File: src/rtl/blkmv_pkg.sv
package blkmv_pkg;
  localparam int BMV_CNT_W    = 16;
  localparam int BMV_OFF_W    = 16;
  localparam int BMV_BANK_W   = 8;
  localparam int BMV_DATA_W   = 8;
  localparam int BMV_NARROW_W = 8;

  typedef enum logic [1:0] {
    ST_IDLE  = 2'd0,
    ST_READ  = 2'd1,
    ST_WRITE = 2'd2
  } bmv_state_e;
endpackage

File: src/rtl/blkmv_seq.sv
module blkmv_seq
  import blkmv_pkg::*;
(
  input  logic       clk,
  input  logic       rst_n,
  input  logic       start,
  input  logic       last_byte,
  output bmv_state_e state,
  output logic       load,
  output logic       step,
  output logic       busy,
  output logic       done
);
  bmv_state_e state_d;
  logic       finish_evt;

  assign load       = start && (state == ST_IDLE);
  assign step       = (state == ST_WRITE);
  assign finish_evt = step && last_byte;
  assign busy       = (state != ST_IDLE);

  always_comb begin
    state_d = state;
    case (state)
      ST_IDLE:  if (start) state_d = ST_READ;
      ST_READ:  state_d = ST_WRITE;
      ST_WRITE: state_d = last_byte ? ST_IDLE : ST_READ;
      default:  state_d = ST_IDLE;
    endcase
  end

  always_ff @(posedge clk or negedge rst_n) begin
    if (!rst_n) begin
      state <= ST_IDLE;
      done  <= 1'b0;
    end else begin
      state <= state_d;
      done  <= finish_evt;
    end
  end

  AST_DONE_ONE_CYCLE: assert property (@(posedge clk) disable iff (!rst_n)
    done |=> !done);
  AST_READ_THEN_WRITE: assert property (@(posedge clk) disable iff (!rst_n)
    (state == ST_READ) |=> (state == ST_WRITE));
  AST_DONE_ENDS_BUSY: assert property (@(posedge clk) disable iff (!rst_n)
    done |-> !busy);
endmodule

File: src/rtl/blkmv_regs.sv
module blkmv_regs #(
  parameter int CNT_W    = 16,
  parameter int OFF_W    = 16,
  parameter int BANK_W   = 8,
  parameter int NARROW_W = 8
) (
  input  logic                clk,
  input  logic                rst_n,
  input  logic                load,
  input  logic                step,
  input  logic                dir_desc,
  input  logic                idx_narrow,
  input  logic [CNT_W-1:0]    cnt_in,
  input  logic [OFF_W-1:0]    src_in,
  input  logic [OFF_W-1:0]    dst_in,
  input  logic [2*BANK_W-1:0] banks_in,
  output logic [CNT_W-1:0]    cnt_q,
  output logic [OFF_W-1:0]    src_q,
  output logic [OFF_W-1:0]    dst_q,
  output logic [BANK_W-1:0]   src_bank,
  output logic [BANK_W-1:0]   dst_bank,
  output logic                last_byte
);
  localparam logic [OFF_W-1:0] OFF_ONE = OFF_W'(1);
  localparam logic [CNT_W-1:0] CNT_ONE = CNT_W'(1);

  logic desc_q;
  logic narrow_q;

  function automatic logic [OFF_W-1:0] clip_off(input logic [OFF_W-1:0] off,
                                                input logic narrow);
    logic [OFF_W-1:0] r;
    r = off;
    if (narrow) r[OFF_W-1:NARROW_W] = '0;
    return r;
  endfunction

  function automatic logic [OFF_W-1:0] step_off(input logic [OFF_W-1:0] off,
                                                input logic desc,
                                                input logic narrow);
    logic [OFF_W-1:0] r;
    r = desc ? (off - OFF_ONE) : (off + OFF_ONE);
    return clip_off(r, narrow);
  endfunction

  assign last_byte = (cnt_q == '0);

  always_ff @(posedge clk or negedge rst_n) begin
    if (!rst_n) begin
      cnt_q    <= '1;
      src_q    <= '0;
      dst_q    <= '0;
      src_bank <= '0;
      dst_bank <= '0;
      desc_q   <= 1'b0;
      narrow_q <= 1'b0;
    end else if (load) begin
      cnt_q    <= cnt_in;
      src_q    <= clip_off(src_in, idx_narrow);
      dst_q    <= clip_off(dst_in, idx_narrow);
      dst_bank <= banks_in[BANK_W-1:0];
      src_bank <= banks_in[2*BANK_W-1:BANK_W];
      desc_q   <= dir_desc;
      narrow_q <= idx_narrow;
    end else if (step) begin
      cnt_q <= cnt_q - CNT_ONE;
      src_q <= step_off(src_q, desc_q, narrow_q);
      dst_q <= step_off(dst_q, desc_q, narrow_q);
    end
  end

  AST_NARROW_HIGH_ZERO: assert property (@(posedge clk) disable iff (!rst_n)
    (narrow_q && !load) |=> (src_q[OFF_W-1:NARROW_W] == '0) && (dst_q[OFF_W-1:NARROW_W] == '0));
  AST_FINAL_COUNT_WRAP: assert property (@(posedge clk) disable iff (!rst_n)
    (step && last_byte) |=> (cnt_q == '1));
  AST_BANK_HOLD: assert property (@(posedge clk) disable iff (!rst_n)
    !load |=> $stable(src_bank) && $stable(dst_bank));
endmodule

File: src/rtl/blkmv_engine.sv
module blkmv_engine
  import blkmv_pkg::*;
#(
  parameter int CNT_W    = BMV_CNT_W,
  parameter int OFF_W    = BMV_OFF_W,
  parameter int BANK_W   = BMV_BANK_W,
  parameter int DATA_W   = BMV_DATA_W,
  parameter int NARROW_W = BMV_NARROW_W,
  localparam int ADDR_W  = BANK_W + OFF_W
) (
  input  logic                clk,
  input  logic                rst_n,
  input  logic                start,
  input  logic                dir_desc,
  input  logic                idx_narrow,
  input  logic [CNT_W-1:0]    cnt_in,
  input  logic [OFF_W-1:0]    src_off_in,
  input  logic [OFF_W-1:0]    dst_off_in,
  input  logic [2*BANK_W-1:0] banks_in,
  output logic [ADDR_W-1:0]   mem_addr,
  output logic                mem_rd,
  output logic                mem_wr,
  output logic [DATA_W-1:0]   mem_wdata,
  input  logic [DATA_W-1:0]   mem_rdata,
  output logic                busy,
  output logic                done,
  output logic [CNT_W-1:0]    cnt_out,
  output logic [OFF_W-1:0]    src_off_out,
  output logic [OFF_W-1:0]    dst_off_out
);
  bmv_state_e          state;
  logic                load;
  logic                step;
  logic                last_byte;
  logic [BANK_W-1:0]   src_bank;
  logic [BANK_W-1:0]   dst_bank;
  logic [DATA_W-1:0]   byte_q;

  blkmv_seq u_seq (
    .clk       (clk),
    .rst_n     (rst_n),
    .start     (start),
    .last_byte (last_byte),
    .state     (state),
    .load      (load),
    .step      (step),
    .busy      (busy),
    .done      (done)
  );

  blkmv_regs #(
    .CNT_W    (CNT_W),
    .OFF_W    (OFF_W),
    .BANK_W   (BANK_W),
    .NARROW_W (NARROW_W)
  ) u_regs (
    .clk        (clk),
    .rst_n      (rst_n),
    .load       (load),
    .step       (step),
    .dir_desc   (dir_desc),
    .idx_narrow (idx_narrow),
    .cnt_in     (cnt_in),
    .src_in     (src_off_in),
    .dst_in     (dst_off_in),
    .banks_in   (banks_in),
    .cnt_q      (cnt_out),
    .src_q      (src_off_out),
    .dst_q      (dst_off_out),
    .src_bank   (src_bank),
    .dst_bank   (dst_bank),
    .last_byte  (last_byte)
  );

  always_ff @(posedge clk or negedge rst_n) begin
    if (!rst_n)                 byte_q <= '0;
    else if (state == ST_READ)  byte_q <= mem_rdata;
  end

  assign mem_rd    = (state == ST_READ);
  assign mem_wr    = (state == ST_WRITE);
  assign mem_wdata = byte_q;
  assign mem_addr  = mem_wr ? {dst_bank, dst_off_out} : {src_bank, src_off_out};

  AST_WRITE_AFTER_READ: assert property (@(posedge clk) disable iff (!rst_n)
    mem_wr |-> $past(mem_rd));
  AST_WDATA_FROM_READ: assert property (@(posedge clk) disable iff (!rst_n)
    mem_wr |-> (mem_wdata == $past(mem_rdata)));
  AST_ADDR_BANK_STEADY: assert property (@(posedge clk) disable iff (!rst_n)
    (mem_rd && $past(mem_wr)) |-> (mem_addr[ADDR_W-1:OFF_W] == $past(mem_addr[ADDR_W-1:OFF_W], 2)));
endmodule

File: config.mk
export PLATFORM = sky130hd
export DESIGN_NAME = blkmv_engine
export DESIGN_NICKNAME = d
export VERILOG_FILES = /design/src/rtl/blkmv_pkg.sv /design/src/rtl/blkmv_seq.sv /design/src/rtl/blkmv_regs.sv /design/src/rtl/blkmv_engine.sv
export SDC_FILE = /design/constraint.sdc
export NUM_CORES = 1
export LEC_CHECK = 0
export CAP_MARGIN = 20
export CORE_UTILIZATION = 44
export CTS_CLUSTER_DIAMETER = 80
export DETAILED_ROUTE_END_ITERATION = 10
export GPL_TIMING_DRIVEN = 0
export HOLD_SLACK_MARGIN = 0.03
export PLACE_DENSITY = 0.73
export SYNTH_ARGS = -nofsm -noshare
export SYNTH_HDL_FRONTEND = slang
export SYNTH_HIERARCHICAL = 1
export SYNTH_SLANG_ARGS = --single-unit
File: constraint.sdc
create_clock -name clk -period 4.7 [get_ports clk]
set_input_delay 1.41 -clock clk [delete_from_list [all_inputs] [get_ports clk]]
set_output_delay 1.41 -clock clk [all_outputs]
set_load 0.05 [all_outputs]
# == Word level (Yosys, flattened, before mapping) ==
# Index checks and enable logic that the tools add are counted.
# totals
reg_bits,77
word_cells,40
in_bits,77
out_inout_bits,84
# op_classes
n_mux,16
reduce_logical,6
addsub,5
n_eq_ne,3
# op_table
op,n
$mux 16,8
$sub 16x1->16 const B,3
$add 16x1->16 const B,2
$mux 8,4
$mux 24,1
$logic_not 16->1,1
$pmux 2 s3,1
$reduce_bool 2->1,2
$eq 2x1->1 const B,1
$eq 2x2->1 const B,1
$logic_and 1x1->1,2
$logic_not 2->1,1
$mux 2,1
$ne 2x2->1 const B,1
$mux 1,1

# == Depth between registers and ports, before layout ==
# logic_depth
ltp_word,5
depth_mapped,8
ltp_nobuf,8

# == Modules after synthesis ==
# Netlist, hierarchy kept.
# modules_own_cells
mod,cells_per_inst,seq_area_each_um2,n_inst,area_each_um2
blkmv_regs,447,1671.6,1,4296.6
blkmv_engine,47,200.2,1,704.4
blkmv_seq,12,75.1,1,135.1

# == Least setup slack after synthesis ==
# OpenSTA, ideal clock, no wires.
# synth_timing
path_type,in2reg
from,in start
to,reg u_regs.desc_q
setup_ns,0.125
n_path_buf,2
required_time_ns,4.575
arrival_time_ns,2.569
stages,5
path_slack_ns,2.006
cell_sequence,inv_1 > nor2_2 > clkbuf_1 > clkbuf_1 > mux2_2
# synth_via
elab_chain_cells,1
# synth_lines
element,line_no,source
"start, declared",blkmv_engine.sv:13,"input logic start,"
$logic_and 1x1->1,blkmv_seq.sv:17,assign load = start && (state == ST_IDLE);
via load,blkmv_engine.sv:32,logic load;
"end signal, assigned",blkmv_regs.sv:63,desc_q <= dir_desc;
"end, declared",blkmv_regs.sv:27,logic desc_q;
# The timed path passes the listed nets, and every way through them passes these cells.
# A chain may end at the register's enable or synchronous reset.

# == Final worst setup path ==
# layout_timing
from,reg u_seq.state[0]
to,out mem_addr[22]
# layout_via
elab_chain_cells,2
# layout_lines
element,line_no,source
"start, declared",blkmv_seq.sv:8,"output bmv_state_e state,"
"start signal, assigned",blkmv_seq.sv:37,state <= state_d;
$eq 2x2->1,blkmv_engine.sv:81,assign mem_wr = (state == ST_WRITE);
$mux 24,blkmv_engine.sv:83,"assign mem_addr = mem_wr ? {dst_bank, dst_off_out} : {src_bank, src_off_out};"
"end, declared",blkmv_engine.sv:20,"output logic [ADDR_W-1:0] mem_addr,"
# No other way between the ends.

==> flow_summary_export.csv <==
group,metric,value,unit
worst_setup_path,cp-end-kind,"output pin",
cts,cts_buffers,9,
placed_design,place_hpwl,10500,um
drt,ant_nets,0,
placed_design,placed_area,0.00694,mm2
worst_setup_path,rrSetupSlack,1880,ps
yosys,synth_edf_count,0,
grt,use_met3,7.17,%
worst_setup_path,critPathLaunchType,"register",
timing,hold_violations,0,
yosys,syn-cell-area,0.00514,mm2
cts,h-tree-depth,3,
drt,drc,0,
finish,fin_cells,827,
finish,area_delta_synth_final,41.4,%
yosys,synth_cell_types,63,
yosys,synth-async-reset-ratio,100,%
finish,final_util,63.6,%
floorplanning,row_count,39,
worst_setup_path,cp-endpoint,"mem_addr[22]",
yosys,synthFlopType,"dfrtp_1",
placed_design,dp.cells,810,
grt,grt_first_pass_wirelength,23000,um
finish,design_area,0.00726,mm2
worst_setup_path,ff2ff_path_depth,9,
worst_setup_path,r2r_end,"u_regs/dst_q[12]$_DFFE_PN0P_",
timing,slew_violations,0,
floorplanning,chipWidth,110,um
cts,hold_buffers,0,
finish,mostFrequentLayoutCells,"clkdlybuf4s50_1 (159), dfrtp_1 (61), nand2_1 (53)",
grt,grt_util_met1,30.1,%
timing,hold_slack,506,ps
grt,grt_overflow,0,
cts,post_cts_resized,0,
power,cellPowerDensity,675,mW/mm2
yosys,synth_top_cell_by_area,"dfrtp_1",
yosys,ys_seq_area_share,37.9,%
drt,post_drt_wl_per_cell,17.6,um
drt,routed_wl,14600,um
cts,clk_pin_slew,60,ps
floorplanning,initial_core_util,45.0,%
grt,antenna_found_initial,0,
grt,grt_max_degree,62,
grt,track_usage,24.9,%
grt,grt.busiest_layer,"met2",
worst_setup_path,timing.rr.start,"u_regs/desc_q$_DFFE_PN0P_",
yosys,yosysTopAreaCellShare,29.7,%
power,power.total,4.90,mW
floorplanning,pin_count,161,
worst_setup_path,cp.arrival,2290,ps
finish,final_layout_size_suffix_gt1_share,15.1,%
floorplanning,die_area,0.0121,mm2
placed_design,place.gp.congestion,0.859,
worst_setup_path,path_max_fanout,10,
cts,root_buffer,"clkbuf_16",
power,p_leak,3.12,nW
placed_design,io_buffers,160,
timing,finalSetupViolCount,0,
cts,postCtsSetupRepairBufs,0,
drt,drt-pass1-iter-count,4,
power,ir_drop,0.000569,V
cts,clockBufferDepth,2,
finish,num-fill-cells,980,
yosys,ys_ff_latch,77,
job,drv_cap,0,
timing,rsz0062_at_grt,"no",
timing,timing.final.crit_share,78.7,%
timing,worst_slew_pin_slew,762,ps
cts,cts_sinks,77,
hold_path,hold_path_depth,1,
yosys,syn_inst,506,
run_status,status,"finished clean",
grt,grt_pass1_vias,4797,
drt,via_count,4613,
cts,clock_latency,340,ps
worst_setup_path,crit_path_start,"u_seq/state[0]$_DFFE_PN0P_",
timing,max_freq,270,MHz
worst_setup_path,worstSetupPathType,"reg2out",
floorplanning,fp.coreArea,0.0114,mm2
grt,gr-usage-met2,41.3,%
floorplanning,die_y,110,um
timing,relSlewSlack,49.2,%
hold_path,holdCritPathClass,"reg2reg",
finish,finalNetCount,788,
drt,via_per_inst,5.58,
yosys,synth_nets,615,
timing,clock_skew,5.94,ps
timing,post-route-min-period,3700,ps
drt,detail_route.iter0.violations,215,
finish,layout_commonest_cell,"clkdlybuf4s50_1",
yosys,synth_top_cells_by_area,"dfrtp_1 (30%), dfstp_2 (8.2%), ha_1 (7.3%), mux2_2 (6.8%), mux2_4 (5.6%)",
worst_setup_path,required,3290,ps
yosys,ys_warn_count,6,
cts,cts_tree,"built",
finish,antenna_cells,0,
yosys,syn_area_per_cell,10.2,um2
## state kept, by name, indices dropped and copies added (netlist names)
register         cells
mem_wdata            8
u_regs/narrow_q      1
u_regs/desc_q        1
u_regs/src_bank      8
u_regs/src_q        16
u_regs/dst_q        16
u_seq/state          2
u_regs/dst_bank      8
u_seq/done           1
u_regs/cnt_q        16
## power by group
group          leakage [nW]  switching [mW]  internal, mW
combinational          2.06            1.83          1.20
clock                 0.143           0.278         0.425
sequential            0.920           0.253         0.918
total                  3.12            2.36          2.55
## worst min path at each step
stage / from / to / slack (ps)
2_1_floorplan: u_regs/dst_bank[7]$_DFFE_PN0P_ / u_regs/dst_bank[7]$_DFFE_PN0P_ / 470
3_3_place_gp: u_regs/dst_bank[7]$_DFFE_PN0P_ / u_regs/dst_bank[7]$_DFFE_PN0P_ / 480
3_5_place_dp: mem_wdata[2]$_DFFE_PN0N_ / mem_wdata[2]$_DFFE_PN0N_ / 500
4_1_cts: mem_wdata[3]$_DFFE_PN0N_ / mem_wdata[3]$_DFFE_PN0N_ / 510
5_1_grt: u_regs/src_bank[0]$_DFFE_PN0P_ / u_regs/src_bank[0]$_DFFE_PN0P_ / 520
6_report: mem_wdata[3]$_DFFE_PN0N_ / mem_wdata[3]$_DFFE_PN0N_ / 510
## per-layer routing
metal  vias to the layer above  wire length, um
met4                         0              279
met1                      2242             6130
met5                         -                0
met3                        23             1150
met2                       172             6990
li1                       2176                -
## cell families after synthesis
logic type	Yosys count	share of synthesized area, %
AO/OA/AOI/OAI	141	18.4
XOR/XNOR	40	6.82
adder cells (fa/ha/maj)	32	8.09
buffers and inverters	31	3.09
flip-flops	77	37.9
multiplexers	58	13.9
AND/OR/NAND/NOR	127	11.8
## through the flow
stage,TNS (ps),worst slack [ps]
after floorplan,0,2010
after global placement,-39670,-656
after detailed placement,0,985
after CTS,0,986
after global routing,0,883
final,0,1000
## synthesized netlist by cell type (3+ instances only)
cell      instances
mux2i_1           8
o211ai_1          4
o21ai_0          41
o21a_1            4
a21oi_1          27
inv_1            10
a21o_1           11
clkbuf_1         13
and3_1            3
a31oi_1           3
a211oi_1          5
nand2b_1          7
nor2_1           24
o21ai_1           9
a22oi_1          14
mux2_2           31
dfstp_2          16
or3_1             4
mux2_4           19
nor2b_1          10
xor2_1           16
nor4_1            4
nand2_1          53
nor3_1            6
xnor2_1          24
ha_1             30
o31ai_1           3
dfrtp_1          61
## final cells by class
type | count | area (um2) | area share [%]
buffer | 20 | 118 | 1.62
clock buffer | 12 | 246 | 3.39
multi-input combinational | 398 | 3030 | 41.7
sequential | 77 | 1950 | 26.8
clock inverter | 4 | 47.5 | 0.655
inverter | 11 | 41.3 | 0.568
tap | 143 | 179 | 2.46
timing repair buffer | 162 | 1650 | 22.8
## critical path, cell delays in order (launching register included)
cell and delay [ps]:
dfrtp_1 430, nor2b_1 160, buf_6 180, buf_12 160
mux2_4 300, clkdlybuf4s50_1 720
Note: power is estimated with default switching activity, not from simulation.
